## src/rtl/dac_link_pkg.sv

```systemverilog
`timescale 1ns/1ps
package dac_link_pkg;

    typedef enum logic [2:0] {
        ST_POWERUP,
        ST_IDLE,
        ST_CS_SETUP,
        ST_SHIFT,
        ST_CS_HOLD,
        ST_STB_WAIT,
        ST_STB_PULSE,
        ST_DONE
    } link_state_e;

    // whole cycles covering a time in ns
    function automatic int cyc_ceil(int ns, int period_ns);
        return (ns + period_ns - 1) / period_ns;
    endfunction

    function automatic int imax(int a, int b);
        return (a > b) ? a : b;
    endfunction

endpackage

```

## src/rtl/dac_code_fmt.sv

```systemverilog
`timescale 1ns/1ps
module dac_code_fmt #(
    parameter int CODE_W = 14,
    parameter int SUB_W  = 2
) (
    input  logic [CODE_W-1:0]       code_i,
    input  logic                    bipolar_i,
    output logic [CODE_W+SUB_W-1:0] word_o
);

    logic [CODE_W-1:0] conv;

    always_comb begin
        conv = code_i;
        if (bipolar_i) begin
            conv[CODE_W-1] = ~code_i[CODE_W-1];
        end
    end

    assign word_o = {conv, {SUB_W{1'b0}}};

endmodule

```

## src/rtl/dac_interval_timer.sv

```systemverilog
`timescale 1ns/1ps
module dac_interval_timer #(
    parameter int W       = 12,
    parameter int RST_VAL = 0
) (
    input  logic         clk,
    input  logic         rst_n,
    input  logic         load_i,
    input  logic [W-1:0] val_i,
    output logic         zero_o
);

    logic [W-1:0] cnt_d, cnt_q;

    always_comb begin
        cnt_d = cnt_q;
        if (load_i) begin
            cnt_d = val_i;
        end else if (cnt_q != '0) begin
            cnt_d = cnt_q - 1'b1;
        end
    end

    always_ff @(posedge clk or negedge rst_n) begin
        if (!rst_n) begin
            cnt_q <= W'(RST_VAL);
        end else begin
            cnt_q <= cnt_d;
        end
    end

    assign zero_o = (cnt_q == '0);


    no_wrap_chk: assert property (@(posedge clk) disable iff (!rst_n)
        (zero_o && !load_i) |=> zero_o);

endmodule

```

## src/rtl/dac_frame_shifter.sv

```systemverilog
`timescale 1ns/1ps
module dac_frame_shifter #(
    parameter int W = 16
) (
    input  logic         clk,
    input  logic         rst_n,
    input  logic         load_i,
    input  logic [W-1:0] word_i,
    input  logic         shift_i,
    output logic         msb_o
);

    logic [W-1:0] sr_d, sr_q;

    always_comb begin
        sr_d = sr_q;
        if (load_i) begin
            sr_d = word_i;
        end else if (shift_i) begin
            sr_d = {sr_q[W-2:0], 1'b0};
        end
    end

    always_ff @(posedge clk or negedge rst_n) begin
        if (!rst_n) begin
            sr_q <= '0;
        end else begin
            sr_q <= sr_d;
        end
    end

    assign msb_o = sr_q[W-1];


    load_msb_chk: assert property (@(posedge clk) disable iff (!rst_n)
        load_i |=> (msb_o == $past(word_i[W-1])));

endmodule

```

## src/rtl/dac_link_ctrl.sv

```systemverilog
`timescale 1ns/1ps
module dac_link_ctrl
    import dac_link_pkg::*;
#(
    parameter int CODE_W          = 14,
    parameter int SUB_W           = 2,
    parameter int CLK_PERIOD_NS   = 5,
    parameter int POWERUP_NS      = 20000,
    parameter int SCLK_HALF_NS    = 50,
    parameter int CS_SETUP_NS     = 45,
    parameter int DIN_SETUP_NS    = 40,
    parameter int CS_HOLD_NS      = 45,
    parameter int STB_SETUP_NS    = 50,
    parameter int STB_WIDTH_NS    = 50
) (
    input  logic              clk,
    input  logic              rst_n,
    input  logic              req_i,
    input  logic [CODE_W-1:0] code_i,
    input  logic              bipolar_i,
    input  logic              four_wire_i,
    output logic              ready_o,
    output logic              ack_o,
    output logic              cs_n_o,
    output logic              sclk_o,
    output logic              sdo_o,
    output logic              stb_n_o
);

    localparam int FRAME_W = CODE_W + SUB_W;
    localparam int BW      = $clog2(FRAME_W + 1);
    localparam int T_PWR   = imax(1, cyc_ceil(POWERUP_NS, CLK_PERIOD_NS));
    localparam int T_HALF  = imax(1, cyc_ceil(SCLK_HALF_NS, CLK_PERIOD_NS));
    localparam int T_CSS   = imax(1, imax(cyc_ceil(CS_SETUP_NS, CLK_PERIOD_NS),
                                          cyc_ceil(DIN_SETUP_NS, CLK_PERIOD_NS)));
    localparam int T_CSH   = imax(1, cyc_ceil(CS_HOLD_NS, CLK_PERIOD_NS));
    localparam int T_STS   = imax(1, cyc_ceil(STB_SETUP_NS, CLK_PERIOD_NS));
    localparam int T_STW   = imax(1, cyc_ceil(STB_WIDTH_NS, CLK_PERIOD_NS));
    localparam int T_GAP   = 2 * T_HALF;
    localparam int T_MAX   = imax(imax(T_PWR, T_GAP), imax(imax(T_CSS, T_CSH), imax(T_STS, T_STW)));
    localparam int TW      = $clog2(T_MAX + 1);

    typedef struct packed {
        link_state_e     st;
        logic [BW-1:0]   bits;
        logic            sclk;
        logic            cs_n;
        logic            stb_n;
        logic            ack;
        logic            four;
    } ctl_t;

    ctl_t              ctl_d, ctl_q;
    logic              t_load;
    logic [TW-1:0]     t_val;
    logic              t_zero;
    logic              sh_load;
    logic              sh_shift;
    logic [FRAME_W-1:0] word;

    dac_code_fmt #(
        .CODE_W (CODE_W),
        .SUB_W  (SUB_W)
    ) i_fmt (
        .code_i    (code_i),
        .bipolar_i (bipolar_i),
        .word_o    (word)
    );

    dac_interval_timer #(
        .W       (TW),
        .RST_VAL (T_PWR - 1)
    ) i_timer (
        .clk    (clk),
        .rst_n  (rst_n),
        .load_i (t_load),
        .val_i  (t_val),
        .zero_o (t_zero)
    );

    dac_frame_shifter #(
        .W (FRAME_W)
    ) i_shift (
        .clk     (clk),
        .rst_n   (rst_n),
        .load_i  (sh_load),
        .word_i  (word),
        .shift_i (sh_shift),
        .msb_o   (sdo_o)
    );

    always_comb begin
        ctl_d    = ctl_q;
        ctl_d.ack = 1'b0;
        t_load   = 1'b0;
        t_val    = '0;
        sh_load  = 1'b0;
        sh_shift = 1'b0;
        unique case (ctl_q.st)
            ST_POWERUP: begin
                if (t_zero) begin
                    ctl_d.st = ST_IDLE;
                end
            end
            ST_IDLE: begin
                if (req_i) begin
                    sh_load    = 1'b1;
                    ctl_d.ack  = 1'b1;
                    ctl_d.four = four_wire_i;
                    ctl_d.cs_n = 1'b0;
                    ctl_d.st   = ST_CS_SETUP;
                    t_load     = 1'b1;
                    t_val      = TW'(T_CSS - 1);
                end
            end
            ST_CS_SETUP: begin
                if (t_zero) begin
                    ctl_d.sclk = 1'b1;
                    ctl_d.bits = '0;
                    ctl_d.st   = ST_SHIFT;
                    t_load     = 1'b1;
                    t_val      = TW'(T_HALF - 1);
                end
            end
            ST_SHIFT: begin
                if (t_zero) begin
                    t_load = 1'b1;
                    if (ctl_q.sclk) begin
                        ctl_d.sclk = 1'b0;
                        if (ctl_q.bits == BW'(FRAME_W - 1)) begin
                            ctl_d.st = ST_CS_HOLD;
                            t_val    = TW'(T_CSH - 1);
                        end else begin
                            sh_shift = 1'b1;
                            t_val    = TW'(T_HALF - 1);
                        end
                    end else begin
                        ctl_d.sclk = 1'b1;
                        ctl_d.bits = ctl_q.bits + 1'b1;
                        t_val      = TW'(T_HALF - 1);
                    end
                end
            end
            ST_CS_HOLD: begin
                if (t_zero) begin
                    ctl_d.cs_n = 1'b1;
                    t_load     = 1'b1;
                    if (ctl_q.four) begin
                        ctl_d.st = ST_STB_WAIT;
                        t_val    = TW'(T_STS - 1);
                    end else begin
                        ctl_d.st = ST_DONE;
                        t_val    = TW'(T_GAP - 1);
                    end
                end
            end
            ST_STB_WAIT: begin
                if (t_zero) begin
                    ctl_d.stb_n = 1'b0;
                    ctl_d.st    = ST_STB_PULSE;
                    t_load      = 1'b1;
                    t_val       = TW'(T_STW - 1);
                end
            end
            ST_STB_PULSE: begin
                if (t_zero) begin
                    ctl_d.stb_n = 1'b1;
                    ctl_d.st    = ST_DONE;
                    t_load      = 1'b1;
                    t_val       = TW'(T_GAP - 1);
                end
            end
            ST_DONE: begin
                if (t_zero) begin
                    ctl_d.st = ST_IDLE;
                end
            end
            default: begin
                ctl_d.st = ST_IDLE;
            end
        endcase
    end

    always_ff @(posedge clk or negedge rst_n) begin
        if (!rst_n) begin
            ctl_q <= '{st: ST_POWERUP, bits: '0, sclk: 1'b0, cs_n: 1'b1,
                       stb_n: 1'b1, ack: 1'b0, four: 1'b0};
        end else begin
            ctl_q <= ctl_d;
        end
    end

    assign ready_o = (ctl_q.st == ST_IDLE);
    assign ack_o   = ctl_q.ack;
    assign cs_n_o  = ctl_q.cs_n;
    assign sclk_o  = ctl_q.sclk;
    assign stb_n_o = ctl_q.stb_n;


    powerup_quiet_chk: assert property (@(posedge clk) disable iff (!rst_n)
        (ctl_q.st == ST_POWERUP) |-> cs_n_o);


    ready_frame_chk: assert property (@(posedge clk) disable iff (!rst_n)
        !cs_n_o |-> !ready_o);


    frame_len_chk: assert property (@(posedge clk) disable iff (!rst_n)
        $rose(cs_n_o) |-> (ctl_q.bits == BW'(FRAME_W - 1)));


    sclk_phase_chk: assert property (@(posedge clk) disable iff (!rst_n)
        (ctl_q.st == ST_SHIFT && !t_zero) |=> $stable(sclk_o));


    sdo_low_chk: assert property (@(posedge clk) disable iff (!rst_n)
        !$stable(sdo_o) |-> !sclk_o);


    stb_outside_chk: assert property (@(posedge clk) disable iff (!rst_n)
        !stb_n_o |-> cs_n_o);

endmodule

```

## config.mk

```make
export PLATFORM = sky130hd
export DESIGN_NAME = dac_link_ctrl
export DESIGN_NICKNAME = d
export VERILOG_FILES = /design/src/rtl/dac_link_pkg.sv /design/src/rtl/dac_code_fmt.sv /design/src/rtl/dac_interval_timer.sv /design/src/rtl/dac_frame_shifter.sv /design/src/rtl/dac_link_ctrl.sv
export SDC_FILE = /design/constraint.sdc
export NUM_CORES = 1
export LEC_CHECK = 0
export CAP_MARGIN = 10
export CORE_UTILIZATION = 51
export CTS_CLUSTER_DIAMETER = 80
export DETAILED_ROUTE_END_ITERATION = 8
export PLACE_DENSITY = 0.74
export SLEW_MARGIN = 20
export SYNTH_ARGS = -nofsm -noshare
export SYNTH_HDL_FRONTEND = slang
export SYNTH_HIERARCHICAL = 1
export SYNTH_SLANG_ARGS = --single-unit
```

## constraint.sdc

```tcl
create_clock -name clk -period 2.75 [get_ports clk]
set_input_delay 0.55 -clock clk [delete_from_list [all_inputs] [get_ports clk]]
set_output_delay 0.55 -clock clk [all_outputs]
set_load 0.005 [all_outputs]
```

# Word level (Yosys, flattened, before mapping)
# Index checks and enable logic that the tools add are counted.
[word_totals]
input_bits = 19
reg_bits = 41
output_inout_bits = 6
[op_classes]
eq_ne = 18
bitwise_logic = 1
reduce_logical = 17
n_addsub = 2
n_mux = 43
[ops]
columns = ["operator", "n"]
rows = [
  ["$mux W16", 2],
  ["$pmux W5 S5", 1],
  ["$mux W12", 2],
  ["$mux W3", 7],
  ["$pmux W3 S7", 1],
  ["$mux W5", 4],
  ["$mux W9", 2],
  ["$mux W1", 14],
  ["$eq A3 B3 Y1 const B", 4],
  ["$logic_not A12 Y1", 1],
  ["$mux W4", 3],
  ["$ne A2 B1 Y1 const B", 6],
  ["$pmux W6 S2", 1],
  ["$reduce_bool A12 Y1", 1],
  ["$sub A12 B1 Y12 const B", 1],
  ["$reduce_bool A2 Y1", 5],
  ["$reduce_and A3 Y1", 3],
  ["$reduce_and A9 Y1", 1],
  ["$ne A2 B2 Y1 const B", 4],
  ["$eq A3 B2 Y1 const B", 2],
  ["$mux W2", 3],
  ["$pmux W1 S2", 3],
  ["$add A5 B1 Y5 const B", 1],
  ["$eq A5 B4 Y1 const B", 1],
  ["other kinds (7)", 8],
]

# Depth between registers and ports, before layout
# Gate-level depths: netlist of the first run.
[logic_depth]
ltp_word = 7
ltp_mapped = 13
mapped_depth_nobuf = 11

# Hierarchy
# The synthesis of the first run kept the hierarchy.
[modules_own_cells]
columns = ["mod", "area_per_inst_um2", "cells_per_inst", "n_inst"]
rows = [
  ["dac_link_ctrl", 780.7, 89, 1],
  ["dac_interval_timer", 743.2, 72, 1],
  ["dac_frame_shifter", 742.0, 69, 1],
  ["dac_code_fmt", 125.1, 17, 1],
]

# Worst setup path after synthesis of the first run
# Ideal clock, no wire load.
[synth_path]
kind = "flip-flop to flip-flop"
startpoint = "reg i_timer.cnt_q[0]"
endpoint = "reg i_shift.sr_q[4]"
setup_slack_ns = 0.176
arrival_time_ns = 2.444
path_stages_with_launch = 14
path_buffers = 4
setup_ns = 0.130
required_ns = 2.620
path_cell_list = "dfstp_2 inv_1 ha_1 nor4b_2 nand3_1 inv_2 buf_2 nand3b_1 buf_2 nor3_1 buf_6 buf_12 mux2i_1 o21ai_1"
[synth_between]
elab_chain_len = 4
[synth_rtl]
columns = ["element", "line_no", "text"]
rows = [
  ["from (decl)", "dac_interval_timer.sv:13", "logic [W-1:0] cnt_d, cnt_q;"],
  ["from (signal assigned)", "dac_interval_timer.sv:26", "cnt_q <= W'(RST_VAL);"],
  ["from (signal assigned)", "dac_interval_timer.sv:28", "cnt_q <= cnt_d;"],
  ["$logic_not A12 Y1", "dac_interval_timer.sv:32", "assign zero_o = (cnt_q == '0);"],
  ["net t_zero", "dac_link_ctrl.sv:56", "logic t_zero;"],
  ["$mux W1", "dac_link_ctrl.sv:126", "if (t_zero) begin"],
  ["$mux W1", "dac_link_ctrl.sv:99", "unique case (ctl_q.st)"],
  ["net sh_shift", "dac_link_ctrl.sv:58", "logic sh_shift;"],
  ["$reduce_bool A2 Y1 (no line)", "n/a", ""],
  ["to (signal assigned)", "dac_frame_shifter.sv:28", "sr_q <= sr_d;"],
  ["to (decl)", "dac_frame_shifter.sv:13", "logic [W-1:0] sr_d, sr_q;"],
]
# The timed path passes the listed nets, and every way through them passes these cells.
# A chain may end at the register's enable or synchronous reset.

# Worst setup path after layout of the first run
[layout_path]
startpoint = "reg i_timer.cnt_q[0]"
endpoint = "reg i_timer.cnt_q[11]"
[layout_between]
elab_chain_len = 4
[layout_rtl]
columns = ["element", "line_no", "text"]
rows = [
  ["$logic_not A12 Y1 (*)", "dac_interval_timer.sv:32", ""],
  ["net t_zero", "dac_link_ctrl.sv:56", ""],
  ["$mux W1 (*)", "n/a", ""],
  ["$pmux W1 S2 (*)", "dac_link_ctrl.sv:99", ""],
  ["net t_load", "dac_link_ctrl.sv:54", "logic t_load;"],
  ["$mux W12 or $reduce_bool A2 Y1 (tied branches)", "n/a", ""],
]
# The timed path passes the listed nets; every way through them passes the cells marked *. The select of a mux whose other input is x is not followed.

==> results of run 1 <==
==> cells in the final DEF, fill, tap and decap left out, types with 7 or more instances in the layout <==
cell / instances
buf_4: 7
dfrtp_1: 29
clkdlybuf4s50_1: 23
nand3_1: 7
mux2i_1: 16
o21ai_0: 11
conb_1: 10
o21ai_1: 13
a21oi_1: 8
inv_1: 9
dfstp_2: 12
nor2_1: 7
nand2_1: 33
==> stage by stage <==
stage	instance area [sq um]	instances	total power [W]	util (%)
floorplan	2420	255	0.00145	-
detailed placement	2610	310	0.00163	58.6
global route	2690	318	0.00216	60.6
CTS	2690	318	0.00204	60.6
finish	2690	318	0.00201	60.6
global placement	2610	310	0.00161	58.6
==> cell usage after synthesis (all sizes together) (3+ instances only) <==
master	n
nand2	33
dfrtp	29
buf	24
o21ai	24
mux2i	16
dfstp	12
inv	11
a21oi	8
nand3	7
nor2	7
nor3	7
a22o	5
clkbuf	5
a31oi	4
ha	4
nand2b	4
nor4	4
o31ai	4
xnor2	4
mux2	3
o31a	3
==> state kept, by name, indices dropped and copies added (netlist names) <==
| name | flops |
|---|---|
| i_shift/sr_q | 16 |
| i_timer/cnt_q | 12 |
| ctl_q | 9 |
| ack_o | 1 |
| cs_n_o | 1 |
| sclk_o | 1 |
| stb_n_o | 1 |
==> power breakdown <==
group / switching (W) / total (W) / leakage (nW) / internal (W)
combinational: 0.000273 / 0.000581 / 0.501 / 0.000308
sequential: 0.000204 / 0.00104 / 0.485 / 0.000838
clock: 0.000211 / 0.000386 / 0.0439 / 0.000175
==> worst max-delay path by stage <==
stage,end,cells after the start,start,slack (ps)
2_1_floorplan,i_shift/sr_q[4],13,i_timer/cnt_q[0],180
3_3_place_gp,i_timer/cnt_q[11],10,i_timer/cnt_q[0],390
3_5_place_dp,i_timer/cnt_q[11],10,i_timer/cnt_q[0],320
4_1_cts,i_timer/cnt_q[11],10,i_timer/cnt_q[0],310
5_1_grt,i_timer/cnt_q[11],10,i_timer/cnt_q[0],50
6_report,i_timer/cnt_q[11],10,i_timer/cnt_q[0],270
==> area by class of cell <==
cell class	instances	area, sq um
Timing Repair Buffer	32	308
Fill cell	385	1750
Clock buffer	5	68.8
Inverter	11	41.3
Clock inverter	3	17.5
Sequential cell	41	1040
Multi-Input combinational cell	174	1150
Tap cell	52	65.1
==> cells by family after synthesis <==
group           count (synthesis)  share of synthesized area, %
flops                          41                          43.5
fa+ha+maj                       4                          2.09
simple gates                   76                          17.4
other cells                     2                         0.314
xor+xnor                        6                          2.20
compound gates                 59                          16.3
mux                            19                          8.11
buf+inv                        40                          10.1
==> worst max-delay path, stage by stage, from the launching register on <==
cell and delay, ps:
dfstp_2 390, inv_1 100, ha_1 150, nor4b_2 330, nand3_1 250, inv_2 150
o21ai_0 120, a31oi_1 150, or2_1 350, nor2b_1 90, a221o_1 320
==> metal layers <==
layer | wire, um | GRT usage [%] | up-vias
met3 | 225 | 5.48 | 9
met1 | 1910 | 24.6 | 780
li1 | - | - | 883
met4 | 88 | 9.52 | 0
met5 | 0 | 0 | -
met2 | 1840 | 29.2 | 56
==> flow_summary.ini, run 1 <==
[yosys]
synth-main-ff-cell = dfrtp_1
postSynthCellCount = 247
yosys-top-cells-area = dfrtp_1 (30%), dfstp_2 (13%), mux2i_1 (6.7%)
syn_area_sq_um = 2390
synth_edf_count = 0
synth.ff_latch_count = 41
synth-seq-area-share_pct = 43.5
synth.distinct_cells = 54
ys_warn_count = 6
synth_top_area_share_pct = 30.4
avgSynthCellArea_sq_um = 9.68
synth_area_leader_cell = dfrtp_1
async_reset_ff_share_pct = 100

[layout]
diodes = 0
drive_gt1_share_pct = 15.4
final_net_count = 288
area_growth_pct = 12.6

[drt]
drt_pass1_iterations = 6
vias = 1728
avgViaCountPerCell = 5.43
post_drt_wl_per_cell_um = 12.8
drtAntennaViolNets = 0
detail_route.iter0.violations = 115
drc_errors = 2
wirelength_um = 4060

[floorplanning]
die_area_sq_um = 4970
die_width_um = 70.5
start_util_pct = 53.8
num_rows = 24
die_h_um = 70.5
core_area_sq_um = 4440
pin_count = 25

[timing]
fin_skew_ps = 5.70
tightest_slew_ps = 851
final_hold_viol_count = 0
final-setup-viol-count = 0
fin_crit_sh_pct = 90.2
fin_ws_ps = 271
relSlewSlack_pct = 43.2
rsz0062_at_grt = false
max_freq_mhz = 403
tns_ps = 0
finalMaxSlewViolations = 0
hold_slack_ps = 358
fin_crit_ps = 2480

[setup_path]
critical_path_class = register to register
cp-start-kind = register
crit_fanout = 12
rr_startpoint = i_timer/cnt_q[0]
cp.arrival_ps = 2710
r2r_setup_slack_ps = 270
worstRegToRegCells = 10
crit_path_end_kind = register
r2r-end = i_timer/cnt_q[11]
critPathRequiredTime_ps = 2980

[pwr]
p_leak_nw = 1.03
powerDensity_nw_per_um2 = 747
peakVddDrop_mv = 0.386

[placed_design]
gp_congestion = 0.831
numPortBuffers = 24
pre_cts_slack_ps = 319
post-dp-hpwl_um = 2830

[clock_tree]
h-tree-depth = 2
cts_tree = yes
clk_pin_slew_worst_paths_ps = 80
clkSinkCount = 41
cts_buffers = 5
cts_resized = 0
clk_latency_ps = 300
clockBufferDepth = 2
cts_setup_buffers = 0
ctsHoldBuffers = 0
cts-root-buf = clkbuf_8

[global_route]
grt_pass1_wl_um = 7330
antenna_found_initial = 0
grt_pass1_vias = 1594
gr-total-overflow = 0
grt_usage_pct = 19.1
grt_max_degree = 42

[worst_hold_path]
hold_class = primary input to asynchronous set/reset pin

[job]
maxCapViolations = 0

[outcome]
violations = DRC
status = complete, but fails checks
Note: power is estimated with default switching activity, not from simulation.
==> run 2, diff against run 1 <==
==> constraint.sdc (replaced) <==
create_clock -name clk -period 2.75 [get_ports clk]
set_input_delay 0.55 -clock clk [delete_from_list [all_inputs] [get_ports clk]]
set_output_delay 0.55 -clock clk [all_outputs]
set_load 0.02 [all_outputs]
==> run 2 against run 1 <==
Compared with the run above:
- the run still ends with DRC left
- clock skew is 2.0 ps lower
- cell count grew 0.31%
- hold slack improved by 18 ps
- critical path type unchanged
==> flow_summary.ini, run 2 (synthesis results as in run 1) <==
[outcome]
status = complete, but fails checks
violations = DRC

[drt]
drc_errors = 2
avgViaCountPerCell = 5.36
post_drt_wl_per_cell_um = 13.2
detail_route.iter0.violations = 132
drt_pass1_iterations = 6
top_layer = met4
vias = 1709
drt-met1-wl_um = 2060
wirelength_um = 4220
drtAntennaViolNets = 0
route.met2.wl_um = 1900
route.met3.wl_um = 193

[job]
maxCapViolations = 0

[placed_design]
placed_area_sq_um = 2610
numPortBuffers = 24
gp_congestion = 0.845
post-dp-hpwl_um = 2900

[global_route]
antenna_found_initial = 0
grt_max_degree = 42
grt_usage_pct = 20.1
grt_pass1_wl_um = 7710
gr-total-overflow = 0
grt_pass1_vias = 1711

[clock_tree]
cts_tree = yes
clk_latency_ps = 290
cts-root-buf = clkbuf_8
cts_resized = 0
clockBufferDepth = 2
h-tree-depth = 2
clk_pin_slew_worst_paths_ps = 80
ctsHoldBuffers = 0
cts_buffers = 5
clkSinkCount = 41
cts_setup_buffers = 0

[floorplanning]
die_area_sq_um = 4970
die_width_um = 70.5
num_rows = 24
die_h_um = 70.5
start_util_pct = 53.8
core_area_sq_um = 4440
pin_count = 25

[layout]
largest_register_ffs = 16
area_growth_pct = 12.7
final_cell_mix = nand2_1 (33), dfrtp_1 (29), clkdlybuf4s50_1 (23)
multi_input_area_sq_um = 1150
final_area_sq_um = 2700
reg_top3 = i_shift/sr_q x16, i_timer/cnt_q x12, ctl_q x9
final_net_count = 289
final_common_cell = nand2_1
regArea_sq_um = 1040
regMostFlops = i_shift/sr_q
diodes = 0
drive_gt1_share_pct = 15.4
n_fill_cell = 396

[setup_path]
crit_path_end_kind = register
crit_fanout = 12
critPathRequiredTime_ps = 2980
cp.arrival_ps = 2650
cp-start-kind = register
worstRegToRegCells = 10
critical_path_class = register to register

[timing]
final-setup-viol-count = 0
fin_crit_sh_pct = 88.3
rsz0062_at_grt = false
max_freq_mhz = 412
fin_skew_ps = 3.70
relSlewSlack_pct = 40.8
finalMaxSlewViolations = 0
tns_ps = 0
fin_crit_ps = 2430
final_hold_viol_count = 0
tightest_slew_ps = 889

[pwr]
powerDensity_nw_per_um2 = 750
switchingPower_w = 0.000697
intPower_w = 0.00132
p_seq_share_pct = 50.8
comb_power_share_pct = 30.1
p_leak_nw = 1.03
clockPowerShare_pct = 19.1
swShare_pct = 34.5
peakVddDrop_mv = 0.300

[worst_hold_path]
hold_class = primary input to asynchronous set/reset pin
-- run 2: cell count changes in the layout (fill, tap and decap cells not counted) --
cell        before  now
buf_4            7    8
clkbuf_1         0    1
clkinvlp_4       1    0
-- run 2: area by class of cell --
| type | instances | area share [%] |
|---|---|---|
| repair buffers | 33 | 11.7 |
| flip-flops and latches | 41 | 38.6 |
| multi-input cells | 174 | 42.7 |
| clock inverters | 2 | 0.371 |
| well taps | 52 | 2.41 |
| inverters | 11 | 1.53 |
| clock buffers | 6 | 2.69 |
-- run 2: metal layers --
metal / global-route usage (%) / vias to the layer above
met5: 0 / -
met4: 8.16 / 0
met3: 5.19 / 5
met2: 31.0 / 40
met1: 26.9 / 783
li1: - / 881
-- run 2: worst paths after layout --
path	to	from	slack, ps
worst max-delay path	i_timer/cnt_q[11]	i_timer/cnt_q[0]	320
worst max register to register	i_timer/cnt_q[11]	i_timer/cnt_q[0]	320
worst min register to register	cs_n_o	cs_n_o	480
min in group clk	cs_n_o	cs_n_o	480
max in group asynchronous	i_shift/sr_q[7]	rst_n	1820
worst min-delay path	ctl_q[10]	rst_n	380
-- run 2: metrics by stage --
stage | setup WS (ps) | instances | util, % | power [W] | hold slack [ps]
2_1_floorplan | 176 | 255 | - | 0.00146 | 254
3_3_place_gp | 388 | 311 | 58.8 | 0.00162 | 473
3_5_place_dp | 330 | 311 | 58.8 | 0.00165 | 477
4_1_cts | 319 | 319 | 60.6 | 0.00204 | 408
5_1_grt | 27.3 | 319 | 60.6 | 0.00217 | 445
6_report | 323 | 319 | 60.6 | 0.00202 | 375
-- run 2: power by group through the flow --
stage / Combinational [W] / Clock, W / Sequential, W
2_1_floorplan: 0.000471 / 0 / 0.000993
3_3_place_gp: 0.000595 / 0 / 0.00103
3_5_place_dp: 0.000613 / 0 / 0.00104
4_1_cts: 0.000616 / 0.000400 / 0.00102
5_1_grt: 0.000683 / 0.000430 / 0.00106
6_report: 0.000609 / 0.000385 / 0.00103
-- run 2: worst max-delay path, cell delays in order (launching register included) --
cell and delay (ps):
dfstp_2 380, inv_1 110, ha_1 160, nor4b_2 330
nand3_1 230, inv_2 130, o21ai_0 100, a31oi_1 150
or2_1 360, nor2b_1 80, a221o_1 330
